===== src/rtl/hoc_pkg.sv =====
package hoc_pkg;
  typedef enum logic {ST_TRACK = 1'b0, ST_HOLD = 1'b1} hoc_state_e;

  // run length needed for lock, per configuration code
  function automatic logic [7:0] lock_target(input logic [1:0] code);
    case (code)
      2'b00:   lock_target = 8'd5;
      2'b01:   lock_target = 8'd16;
      2'b10:   lock_target = 8'd64;
      default: lock_target = 8'd255;
    endcase
  endfunction
endpackage


===== src/rtl/hoc_lock_det.sv =====
module hoc_lock_det #(
  parameter int RUN_W = 8
) (
  input  logic       clk,
  input  logic       rst_n,
  input  logic       clr,
  input  logic       dis,
  input  logic       pfd_tick,
  input  logic       in_win,
  input  logic [1:0] len_sel,
  output logic       locked
);
  import hoc_pkg::*;

  logic [RUN_W-1:0] run_q;
  logic [RUN_W-1:0] target;
  logic [RUN_W-1:0] run_nx;

  assign target = RUN_W'(lock_target(len_sel));
  assign run_nx = (run_q < target) ? run_q + 1'b1 : run_q;

  always_ff @(posedge clk) begin
    if (!rst_n || clr || dis) begin
      run_q  <= '0;
      locked <= 1'b0;
    end else if (pfd_tick) begin
      if (in_win) begin
        run_q  <= run_nx;
        locked <= (run_nx >= target);
      end else begin
        run_q  <= '0;
        locked <= 1'b0;
      end
    end
  end
endmodule


===== src/rtl/hoc_ref_wdog.sv =====
module hoc_ref_wdog #(
  parameter int TO_W = 8
) (
  input  logic            clk,
  input  logic            rst_n,
  input  logic            ref_tick,
  input  logic [TO_W-1:0] timeout,
  output logic            missing
);
  logic [TO_W-1:0] gap_q;

  always_ff @(posedge clk) begin
    if (!rst_n || ref_tick) begin
      gap_q <= '0;
    end else if (gap_q != {TO_W{1'b1}}) begin
      gap_q <= gap_q + 1'b1;
    end
  end

  assign missing = (gap_q >= timeout);
endmodule


===== src/rtl/hoc_pin_model.sv =====
module hoc_pin_model #(
  parameter int PIN_W = 8
) (
  input  logic             clk,
  input  logic             rst_n,
  input  logic             locked,
  input  logic             cmp_en,
  input  logic [PIN_W-1:0] thresh,
  output logic             pin_high
);
  logic [PIN_W-1:0] charge_q;

  always_ff @(posedge clk) begin
    if (!rst_n || !locked) begin
      charge_q <= '0;
    end else if (charge_q != {PIN_W{1'b1}}) begin
      charge_q <= charge_q + 1'b1;
    end
  end

  assign pin_high = !cmp_en || (charge_q >= thresh);
endmodule


===== src/rtl/hoc_holdover_ctrl.sv =====
module hoc_holdover_ctrl #(
  parameter int RUN_W = 8,
  parameter int TO_W  = 8,
  parameter int PIN_W = 8
) (
  input  logic             clk,
  input  logic             rst_n,
  input  logic [1:0]       cfg_lock_len,
  input  logic             cfg_dld_off,
  input  logic [1:0]       cfg_hold_en,
  input  logic             cfg_ext_mode,
  input  logic             cfg_pin_cmp_en,
  input  logic [TO_W-1:0]  cfg_ref_timeout,
  input  logic [PIN_W-1:0] cfg_pin_thresh,
  input  logic             pfd_tick,
  input  logic             pfd_in_win,
  input  logic             ref_tick,
  input  logic             ext_hold_req,
  output logic             cp_hiz,
  output logic             b_cnt_rst,
  output logic             lock_ind
);
  import hoc_pkg::*;

  hoc_state_e state_q;
  logic       armed_q;
  logic       locked;
  logic       ref_missing;
  logic       pin_high;
  logic       hold_ok;
  logic       int_go;
  logic       ext_go;
  logic       enter;
  logic       ld_clr;

  assign hold_ok = &cfg_hold_en;
  assign int_go  = hold_ok && !cfg_ext_mode && !cfg_dld_off && armed_q &&
                   (ref_missing || !locked);
  assign ext_go  = hold_ok && cfg_ext_mode && ext_hold_req;
  assign enter   = (state_q == ST_TRACK) && (int_go || ext_go);
  assign ld_clr  = enter;

  hoc_lock_det #(.RUN_W(RUN_W)) u_lock (
    .clk      (clk),
    .rst_n    (rst_n),
    .clr      (ld_clr),
    .dis      (cfg_dld_off),
    .pfd_tick (pfd_tick),
    .in_win   (pfd_in_win),
    .len_sel  (cfg_lock_len),
    .locked   (locked)
  );

  hoc_ref_wdog #(.TO_W(TO_W)) u_wdog (
    .clk      (clk),
    .rst_n    (rst_n),
    .ref_tick (ref_tick),
    .timeout  (cfg_ref_timeout),
    .missing  (ref_missing)
  );

  hoc_pin_model #(.PIN_W(PIN_W)) u_pin (
    .clk      (clk),
    .rst_n    (rst_n),
    .locked   (locked),
    .cmp_en   (cfg_pin_cmp_en),
    .thresh   (cfg_pin_thresh),
    .pin_high (pin_high)
  );

  always_ff @(posedge clk) begin
    if (!rst_n) begin
      state_q   <= ST_TRACK;
      armed_q   <= 1'b0;
      b_cnt_rst <= 1'b0;
    end else begin
      b_cnt_rst <= 1'b0;
      case (state_q)
        ST_TRACK: begin
          if (enter) begin
            state_q <= ST_HOLD;
            armed_q <= 1'b0;
          end else if (!hold_ok || cfg_ext_mode || cfg_dld_off) begin
            armed_q <= 1'b0;
          end else if (locked && pin_high) begin
            armed_q <= 1'b1;
          end
        end
        ST_HOLD: begin
          if (!hold_ok || (!cfg_ext_mode && cfg_dld_off)) begin
            state_q <= ST_TRACK;
          end else if (ref_tick && (!cfg_ext_mode || !ext_hold_req)) begin
            state_q   <= ST_TRACK;
            b_cnt_rst <= 1'b1;
          end
        end
        default: state_q <= ST_TRACK;
      endcase
    end
  end

  assign cp_hiz   = (state_q == ST_HOLD);
  assign lock_ind = locked;
endmodule


===== config.mk =====
export PLATFORM = sky130hd
export DESIGN_NAME = hoc_holdover_ctrl
export DESIGN_NICKNAME = d
export VERILOG_FILES = /design/src/rtl/hoc_pkg.sv /design/src/rtl/hoc_lock_det.sv /design/src/rtl/hoc_ref_wdog.sv /design/src/rtl/hoc_pin_model.sv /design/src/rtl/hoc_holdover_ctrl.sv
export SDC_FILE = /design/constraint.sdc
export NUM_CORES = 1
export LEC_CHECK = 0
export BUFFER_PORTS_ARGS = -buffer_cell sky130_fd_sc_hd__buf_2
export CAP_MARGIN = 10
export CORE_AREA = 2 2 66 68
export CTS_CLUSTER_SIZE = 10
export DETAILED_ROUTE_END_ITERATION = 8
export DIE_AREA = 0 0 68 70
export HOLD_SLACK_MARGIN = 0.1
export PLACE_DENSITY_LB_ADDON = 0.08
export SYNTH_ARGS = -nofsm -noshare
export SYNTH_HDL_FRONTEND = slang
export SYNTH_SLANG_ARGS = --single-unit

===== constraint.sdc =====
create_clock -name clk -period 4.8 [get_ports clk]
set_input_delay 0.96 -clock clk [delete_from_list [all_inputs] [get_ports clk]]
set_output_delay 0.96 -clock clk [all_outputs]
set_load 0.01 [all_outputs]

==> impl_summary.log, run 1 <==
INFO  metric yosys_warnings = 0
INFO  metric final-hold-violation-count = 0
INFO  metric detailedRoute.firstIterationViolations = between 40 and 50
INFO  metric first_global_vias = approximately 1700
INFO  metric cts_inserted_buffers = 3
INFO  metric dieWidth = a little under 70 µm
INFO  metric critical_path.max_fanout = 9
INFO  metric worst_ir_drop_vdd = about 280 µV
INFO  metric tightest_slew = roughly 390 ps
INFO  metric tritoncts = yes
INFO  metric place_congestion = about 0.84
INFO  metric design.die.area = 4760 µm²
INFO  metric top_level_ports = 32
INFO  metric grt_overflow = 0
INFO  metric cts.root.buffer_cell = clkbuf_8
INFO  metric finalMaxSlewViolations = 0
INFO  metric wl_final = 4020 µm
INFO  metric synth_cells = 270
INFO  metric hold-path-cell-count = 2
INFO  metric drt_first_pass_iters = 4
INFO  metric power_per_cell_area = ~200 nW/µm²
INFO  metric port_buffers = 31
INFO  metric setup_ws = about 670 ps
INFO  metric clock_path_buffers = 2
INFO  metric track_usage = a little under a fifth
INFO  metric grt_pass1_wl = 7200 µm
INFO  metric timing.critical_path.arrival = approximately 4300 ps
INFO  metric ctsResizeCount = 0
INFO  metric num_antenna_cells = 0
INFO  metric fin_total_pwr = 0.483 mW
INFO  metric min_delay_worst_endpoint = u_wdog.gap_q[6]
INFO  metric synth-seq-cells = 28
INFO  metric grt_setup_unrepaired = no
INFO  metric layout.core_utilization = between 50% and 60%
INFO  metric critPathRequiredTime = between 4000 and 5000 ps
INFO  metric relSlewSlack = approximately three quarters
INFO  metric critical_path.slowest_cell = or4_4
INFO  metric total_leakage_power = 1.13 nW
INFO  metric remaining_antenna_violation_count_after_routing = 0
INFO  metric antenna_violations_before_repair = 0
INFO  metric final.fill_count = 404
INFO  metric end_kind = flop
INFO  metric worstPathCellList = buf_2, ha_1, inv_1, ha_1, o21bai_1, a221oi_1, or4_4, nand2_2, and4_1, nand3_1, xnor2_1, ha_1, nand3_1, a2111o_1, a221oi_2
INFO  metric maxCapViolCount = 0
INFO  metric syn_area_per_cell = 8.00 µm²
INFO  metric path_delay_family = simple AND/OR/NAND/NOR gates
INFO  metric worst_path_buf_inv = 2
INFO  metric whs = around 540 ps
INFO  metric wl_per_cell = around 11 µm
INFO  metric run_status = completed
INFO  metric worst_setup_hold_path_clk_slew = roughly 100 ps
INFO  metric via_per_inst = 5.33
INFO  metric finish.net_count = around 360
INFO  metric drt_drc_violations_left = 0
INFO  metric chipHeight = 70 µm
INFO  metric grt_start_max_net_pins = 17
INFO  metric syn_to_final_growth = 12.5%
INFO  metric setup-tns-final = 0 ps
INFO  metric timing.critical_path.slowest_cell_delay = 500 ps
INFO  metric layout.cells.most_common_list = nor2_1, ha_1, buf_2, dfxtp_1, inv_1
INFO  metric placedCellCount = 349
INFO  metric worstSetupStartpoint = cfg_lock_len[0]
INFO  metric clk-insertion-delay-late = 270 ps
INFO  metric finalSetupViolCount = 0
INFO  metric netlist-cell-type-count = 42
INFO  metric placement.setup.worst_slack = 387 ps
INFO  metric post_cts.repair.setup_buffers = 0
INFO  metric design.core.area = slightly above 4000 µm²
INFO  metric hold_path_class = reg2reg
INFO  metric synth_fp_nets = 331
INFO  metric postPlaceCellArea = around 2400 µm²
INFO  metric std_cell_rows = 24
INFO  metric rr_endpoint = u_lock.locked
INFO  metric setup.reg_to_reg.worst_slack = between 1500 and 2000 ps
INFO  metric final_non_filler_cells = approximately 350
INFO  metric clock_sinks = 28
INFO  metric synth_seq_area_share = 26.0%
INFO  metric clock_skew = between 9 and 10 ps
INFO  metric reg2reg_depth = 12
INFO  metric layout_commonest_cell = nor2_1
INFO  metric ctsHoldBuffers = 0
INFO  metric post-route-period-util = 86.1%
INFO  metric worstReg2RegStart = u_lock.run_q[1]
INFO  metric worst_hold_startpoint = u_wdog.gap_q[6]
INFO  metric post_synthesis_cell_area = 2160 µm²
INFO  metric setup_cp_type = in2reg
INFO  metric achievable-frequency = 242 MHz
INFO  metric crit_path_frequent_cell = ha_1
INFO  metric share_of_cells_above_drive_strength_1 = between 10% and 20%
INFO  metric fin_area = approximately 2400 µm²
INFO  metric via_count = ~1900
INFO  metric cts_htree_levels = 1
INFO  metric initial_core_util = a little over half
INFO  metric type_of_origin_of_the_critical_path = input port
INFO  metric finalWorstPathRequiredPeriod = ~4100 ps
INFO  metric detailedPlacementHpwl = 3270 µm
Yosys cell counts:
| cell type | instances | area share, % |
|---|---|---|
| nor2_1 | 35 | 6.1 |
| ha_1 | 32 | 19 |
| dfxtp_1 | 28 | 26 |
| inv_1 | 25 | 4.3 |
| nand2_1 | 17 | 3.0 |
| a21oi_1 | 16 | 3.7 |
| nand3_1 | 13 | 3.0 |
| nor3_1 | 11 | 2.5 |
| nand4_1 | 10 | 2.9 |
| o21ai_0 | 9 | 2.1 |
| xor2_1 | 9 | 3.7 |
| nand2b_1 | 8 | 2.3 |
| xnor2_1 | 7 | 2.8 |
| a21o_1 | 5 | 1.7 |
| nor2b_1 | 5 | 1.4 |
| a21bo_2 | 3 | 1.4 |
| and3_1 | 3 | 0.87 |
| and4_1 | 3 | 1.2 |
| clkbuf_1 | 3 | 0.52 |
| nor4_1 | 3 | 0.87 |
| a31oi_1 | 2 | 0.58 |
| mux2i_1 | 2 | 0.93 |
| o2111ai_1 | 2 | 0.81 |
| a2111o_1 | 1 | 0.52 |
| a21bo_4 | 1 | 0.75 |
| a21boi_0 | 1 | 0.35 |
| a221oi_1 | 1 | 0.41 |
| a221oi_2 | 1 | 0.70 |
| a22oi_1 | 1 | 0.35 |
| a311o_2 | 1 | 0.52 |
| and3_4 | 1 | 0.52 |
| buf_6 | 1 | 0.52 |
| mux2_2 | 1 | 0.52 |
| nand2_2 | 1 | 0.29 |
| nand3_2 | 1 | 0.46 |
| nor2_2 | 1 | 0.29 |
| nor3b_1 | 1 | 0.35 |
| o21ai_1 | 1 | 0.23 |
| o21bai_1 | 1 | 0.35 |
| or3_1 | 1 | 0.29 |
| or4_4 | 1 | 0.52 |
| xnor2_2 | 1 | 0.75 |
sequential cells by signal, summed over array words and instances, names as in the netlist:
| signal | flops |
|---|---|
| u_pin.charge_q | 8 |
| u_wdog.gap_q | 8 |
| cp_hiz | 1 |
| armed_q | 1 |
| u_lock.locked | 1 |
| u_lock.run_q | 8 |
| b_cnt_rst | 1 |
logic make-up (layout without fill, tap and decap cells):
group,Yosys count,after routing,share of synthesized area (%)
buffers and inverters,29,60,5.39
adder cells (fa/ha/maj),32,32,18.5
XOR/XNOR,17,17,7.24
flip-flops,28,28,26.0
multiplexers,3,3,1.45
AND/OR/NAND/NOR,115,115,26.9
AO/OA/AOI/OAI,46,46,14.5
power breakdown:
part	switching, mW	internal, mW	total [mW]
logic	0.0334	0.0302	0.0636
registers	0.00200	0.234	0.236
clock network	0.0717	0.112	0.183
worst min-delay path: stages (launching register included):
cell and delay [ps]:
dfxtp_1 350, nor2_1 110, nor3_1 50
how the worst max path moves through the flow:
stage                                to  slack, ps  depth (start not counted)
after global routing      u_lock.locked        450                         15
final                     u_lock.locked        670                         15
after CTS                 u_lock.locked        680                         15
after global placement    u_lock.locked        440                         15
after detailed placement  u_lock.locked        390                         15
after floorplan           u_lock.locked        780                         14
routing by layer:
| layer | GRT usage (%) | up-vias | routed length (µm) |
|---|---|---|---|
| met5 | 0 | - | 0 |
| met4 | 3.33 | 0 | 15 |
| met3 | 3.86 | 2 | 131 |
| met2 | 33.3 | 20 | 1950 |
| met1 | 23.5 | 839 | 1920 |
| li1 | - | 1019 | - |
area by class of cell:
type	count	area (µm²)	area share, %
multi-input cells	213	1480	61.1
flip-flops and latches	28	561	23.1
repair buffers	31	155	6.39
inverters	25	93.8	3.86
well taps	52	65.1	2.68
clock buffers	3	41.3	1.70
clock inverters	1	30.0	1.24
Note: power is estimated with default switching activity, not from simulation.
==> inputs of run 2 (changes only) <==
--- a/config.mk
+++ b/config.mk
@@ -7,12 +7,13 @@
 export LEC_CHECK = 0
 export BUFFER_PORTS_ARGS = -buffer_cell sky130_fd_sc_hd__buf_2
 export CAP_MARGIN = 10
-export CORE_AREA = 2 2 66 68
+export CORE_AREA = 2 2 68 70
 export CTS_CLUSTER_SIZE = 10
 export DETAILED_ROUTE_END_ITERATION = 8
-export DIE_AREA = 0 0 68 70
+export DIE_AREA = 0 0 70 72
 export HOLD_SLACK_MARGIN = 0.1
 export PLACE_DENSITY_LB_ADDON = 0.08
 export SYNTH_ARGS = -nofsm -noshare
 export SYNTH_HDL_FRONTEND = slang
+export SYNTH_HIERARCHICAL = 1
 export SYNTH_SLANG_ARGS = --single-unit
==> constraint.sdc (replaced) <==
create_clock -name clk -period 4.84 [get_ports clk]
set_input_delay 0.968 -clock clk [delete_from_list [all_inputs] [get_ports clk]]
set_output_delay 0.968 -clock clk [all_outputs]
set_load 0.01 [all_outputs]
==> impl_summary.log, run 2 <==
INFO  metric port_buffers = 31 (unchanged)
INFO  metric tightest_slew = 551 ps (was 389 ps)
INFO  metric critPathRequiredTime = 4990 ps (about the same)
INFO  metric post_synthesis_cell_area = 2310 µm² (was 2160 µm²)
INFO  metric power_per_cell_area = 186 nW/µm² (was 199 nW/µm²)
INFO  metric chipHeight = 72 µm (was 70 µm)
INFO  metric initial_core_util = 54.1% (was 52.1%)
INFO  metric critical_path.max_fanout = 8 (was 9)
INFO  metric dieWidth = 70 µm (was 68 µm)
INFO  metric grt_setup_unrepaired = no (unchanged)
INFO  metric cts_htree_levels = 1 (unchanged)
INFO  metric via_count = 2021 (was 1880)
INFO  metric timing.critical_path.slowest_cell_delay = 310 ps (was 500 ps)
INFO  metric biggestRegsByFlops = u_lock/run_q x8, u_pin/charge_q x8, u_wdog/gap_q x8 (was u_lock.run_q x8, u_pin.charge_q x8, u_wdog.gap_q x8)
INFO  metric worst_ir_drop_vdd = 133 µV (was 276 µV)
INFO  metric first_global_vias = 1796 (was 1736)
INFO  metric routedLengthMet1 = 2250 µm (was 1920 µm)
INFO  metric top_signal_layer_used = met4 (unchanged)
INFO  metric relSlewSlack = 62.3% (was 74.0%)
INFO  metric net_load_switching_power = 0.104 mW (was 0.107 mW)
INFO  metric finalWorstPathRequiredPeriod = 4110 ps
INFO  metric wl_per_cell = 13.2 µm (was 11.4 µm)
INFO  metric final.fill_count = 398 (was 404)
INFO  metric clock_power_share = 38.2% (was 38.0%)
INFO  metric detailedRoute.firstIterationViolations = 91 (was 49)
INFO  metric layout.core_utilization = 59.7% (was 58.6%)
INFO  metric finish.net_count = 363 (unchanged)
INFO  metric drt_first_pass_iters = 4 (unchanged)
INFO  metric tritoncts = yes (unchanged)
INFO  metric finalMaxSlewViolations = 0 (unchanged)
INFO  metric grt_start_max_net_pins = 17 (unchanged)
INFO  metric synth.largest_area_cell = dfxtp_1 (unchanged)
INFO  metric design.core.area = 4260 µm² (was 4140 µm²)
INFO  metric intPower = 0.369 mW (was 0.375 mW)
INFO  metric grt_pass1_wl = 8050 µm (was 7200 µm)
INFO  metric number_of_enable_flip_flop_cells_after_synthesis = 0 (unchanged)
INFO  metric setup_cp_type = in2reg (unchanged)
INFO  metric share_of_cells_above_drive_strength_1 = 19.9% (was 15.9%)
INFO  metric finalSetupViolCount = 0 (unchanged)
INFO  metric design.die.area = 5040 µm² (was 4760 µm²)
INFO  metric antenna_violations_before_repair = 0 (unchanged)
INFO  metric comb_power_share = 12.5% (was 13.2%)
INFO  metric wl_final = 4660 µm (was 4020 µm)
INFO  metric worst_setup_hold_path_clk_slew = 90 ps (was 100 ps)
INFO  metric met3_wirelength = 258 µm (was 131 µm)
INFO  metric syn_area_per_cell = 8.51 µm² (was 8.00 µm²)
INFO  metric track_usage = 19.2% (was 18.9%)
INFO  metric hold_path_class = reg2reg (unchanged)
INFO  metric remaining_antenna_violation_count_after_routing = 0 (unchanged)
INFO  metric detailedPlacementHpwl = 3690 µm (was 3270 µm)
INFO  metric clock_path_buffers = 2 (unchanged)
INFO  metric setup-tns-final = 0 ps (unchanged)
INFO  metric grt_overflow = 0 (unchanged)
INFO  metric critical_path.slowest_cell = a2111oi_4 (was or4_4)
INFO  metric synth_seq_area_share = 24.3% (was 26.0%)
INFO  metric worstPathCellList = buf_2, ha_1, inv_1, ha_1, and3b_4, a2111oi_4, a211o_2, and3_1, nand3_1, xnor2_1, ha_1, a21oi_1, nor2_1, a222oi_1, nor2_1, a31oi_1, o41ai_1 (was buf_2, ha_1, inv_1, ha_1, o21bai_1, a221oi_1, or4_4, nand2_2, and4_1, nand3_1, xnor2_1, ha_1, nand3_1, a2111o_1, a221oi_2)
INFO  metric post_cts.repair.setup_buffers = 0 (unchanged)
INFO  metric cts.root.buffer_cell = clkbuf_8 (unchanged)
INFO  metric drt_drc_violations_left = 0 (unchanged)
INFO  metric post-route-period-util = a little over four fifths
INFO  metric syn_to_final_growth = 10.5% (was 12.5%)
INFO  metric total_leakage_power = 1.14 nW (was 1.13 nW)
INFO  metric type_of_origin_of_the_critical_path = input port (unchanged)
INFO  metric synth_async_sr_flop_share = 0% (unchanged)
INFO  metric achievable-frequency = 243 MHz
INFO  metric crit_path_frequent_cell = ha_1 (unchanged)
INFO  metric via_per_inst = 5.73 (was 5.33)
INFO  metric synth_fp_nets = 332 (was 331)
INFO  metric synth_cells = 271 (was 270)
INFO  metric clock_sinks = 28 (unchanged)
INFO  metric most_frequent_cells_after_synthesis = ha_1, dfxtp_1, inv_1 (was nor2_1, ha_1, dfxtp_1)
INFO  metric layout.cells.most_common_list = ha_1, buf_2, dfxtp_1, inv_1, nand2_1 (was nor2_1, ha_1, buf_2, dfxtp_1, inv_1)
INFO  metric ctsResizeCount = 0 (unchanged)
INFO  metric switching_share_of_total_power = 21.9% (was 22.2%)
INFO  metric clk-insertion-delay-late = 270 ps (about the same)
INFO  metric top_level_ports = 32 (unchanged)
INFO  metric reg2reg_depth = 14 (was 12)
INFO  metric synth.top_cell.area_share = 24.3% (was 26.0%)
INFO  metric yosys_warnings = 6 (was 0)
INFO  metric cts_inserted_buffers = 3 (unchanged)
INFO  metric synth-seq-cells = 28 (unchanged)
INFO  metric num_antenna_cells = 0 (unchanged)
INFO  metric layout_commonest_cell = ha_1 (was nor2_1)
INFO  metric synth_flop_cell = dfxtp_1 (unchanged)
INFO  metric netlist_top_cells_area = dfxtp_1, ha_1, inv_1 (was dfxtp_1, ha_1, nor2_1)
INFO  metric clock_skew = 3.67 ps (was 9.99 ps)
INFO  metric run_status = completed (unchanged)
INFO  metric hold-path-cell-count = 2 (unchanged)
INFO  metric std_cell_rows = 24 (unchanged)
INFO  metric ctsHoldBuffers = 0 (unchanged)
INFO  metric end_kind = flop (unchanged)
INFO  metric timing.critical_path.arrival = 4260 ps (was 4330 ps)
INFO  metric netlist-cell-type-count = 58 (was 42)
INFO  metric synth_most_common_cell = ha_1 (was nor2_1)
INFO  metric p_seq_share = 49.3% (was 48.8%)
INFO  metric place_congestion = 0.900 (was 0.842)
INFO  metric final-hold-violation-count = 0 (unchanged)
INFO  metric wl_met2 = 2110 µm (was 1950 µm)
INFO  metric maxCapViolCount = 0 (unchanged)
-- run 2: metal layers --
layer	up-vias	track usage [%]
li1	1065	-
met3	4	2.08
met5	-	0
met1	899	26.0
met4	0	5.13
met2	53	32.9
-- run 2: worst paths after layout --
path | to | slack, ps | start
worst max-delay path | u_lock/locked | 730 | cfg_lock_len[0]
worst min-delay path | u_pin/charge_q[1] | 510 | u_pin/charge_q[1]
worst max register to register | u_lock/locked | 1540 | u_lock/run_q[3]
worst min register to register | u_pin/charge_q[1] | 510 | u_pin/charge_q[1]
-- run 2: kinds of logic after synthesis --
logic type / share of synthesized area [%]
buffers and inverters: 6.40
multiplexers: 0.488
flip-flops: 24.3
XOR/XNOR: 3.42
adder cells (fa/ha/maj): 17.4
AO/OA/AOI/OAI: 24.9
AND/OR/NAND/NOR: 23.1
-- run 2: power by group through the flow --
stage | clock, mW | combinational [mW] | sequential (mW)
floorplan | 0 | 0.0386 | 0.238
global placement | 0 | 0.0587 | 0.239
detailed placement | 0 | 0.0589 | 0.239
CTS | 0.187 | 0.0594 | 0.233
global route | 0.199 | 0.0688 | 0.234
finish | 0.181 | 0.0589 | 0.233
-- run 2: stage by stage --
stage / cells / hold WS, ps / power [mW] / area, µm² / worst slack, ps
floorplan: 271 / 468 / 0.277 / 2310 / 952
global placement: 349 / 506 / 0.297 / 2480 / 576
detailed placement: 349 / 501 / 0.297 / 2480 / 488
CTS: 353 / 515 / 0.480 / 2550 / 775
global route: 353 / 562 / 0.502 / 2550 / 449
finish: 353 / 513 / 0.473 / 2550 / 732
-- run 2: critical path, delay by kind of cell --
kind | cells | cell delay, ps
AO/OA/AOI/OAI | 6 | 1190
AND/OR/NAND/NOR | 5 | 770
adder cells (fa/ha/maj) | 3 | 820
buffers and inverters | 2 | 340
XOR/XNOR | 1 | 160
-- run 2: cell type report --
type	count	area [µm²]	area share, %
tap	52	65.1	2.55
multi-input combinational	212	1600	62.7
clock inverter	1	30.0	1.18
clock buffer	3	41.3	1.62
sequential	28	561	22.0
inverter	26	97.6	3.83
timing repair buffer	31	155	6.09
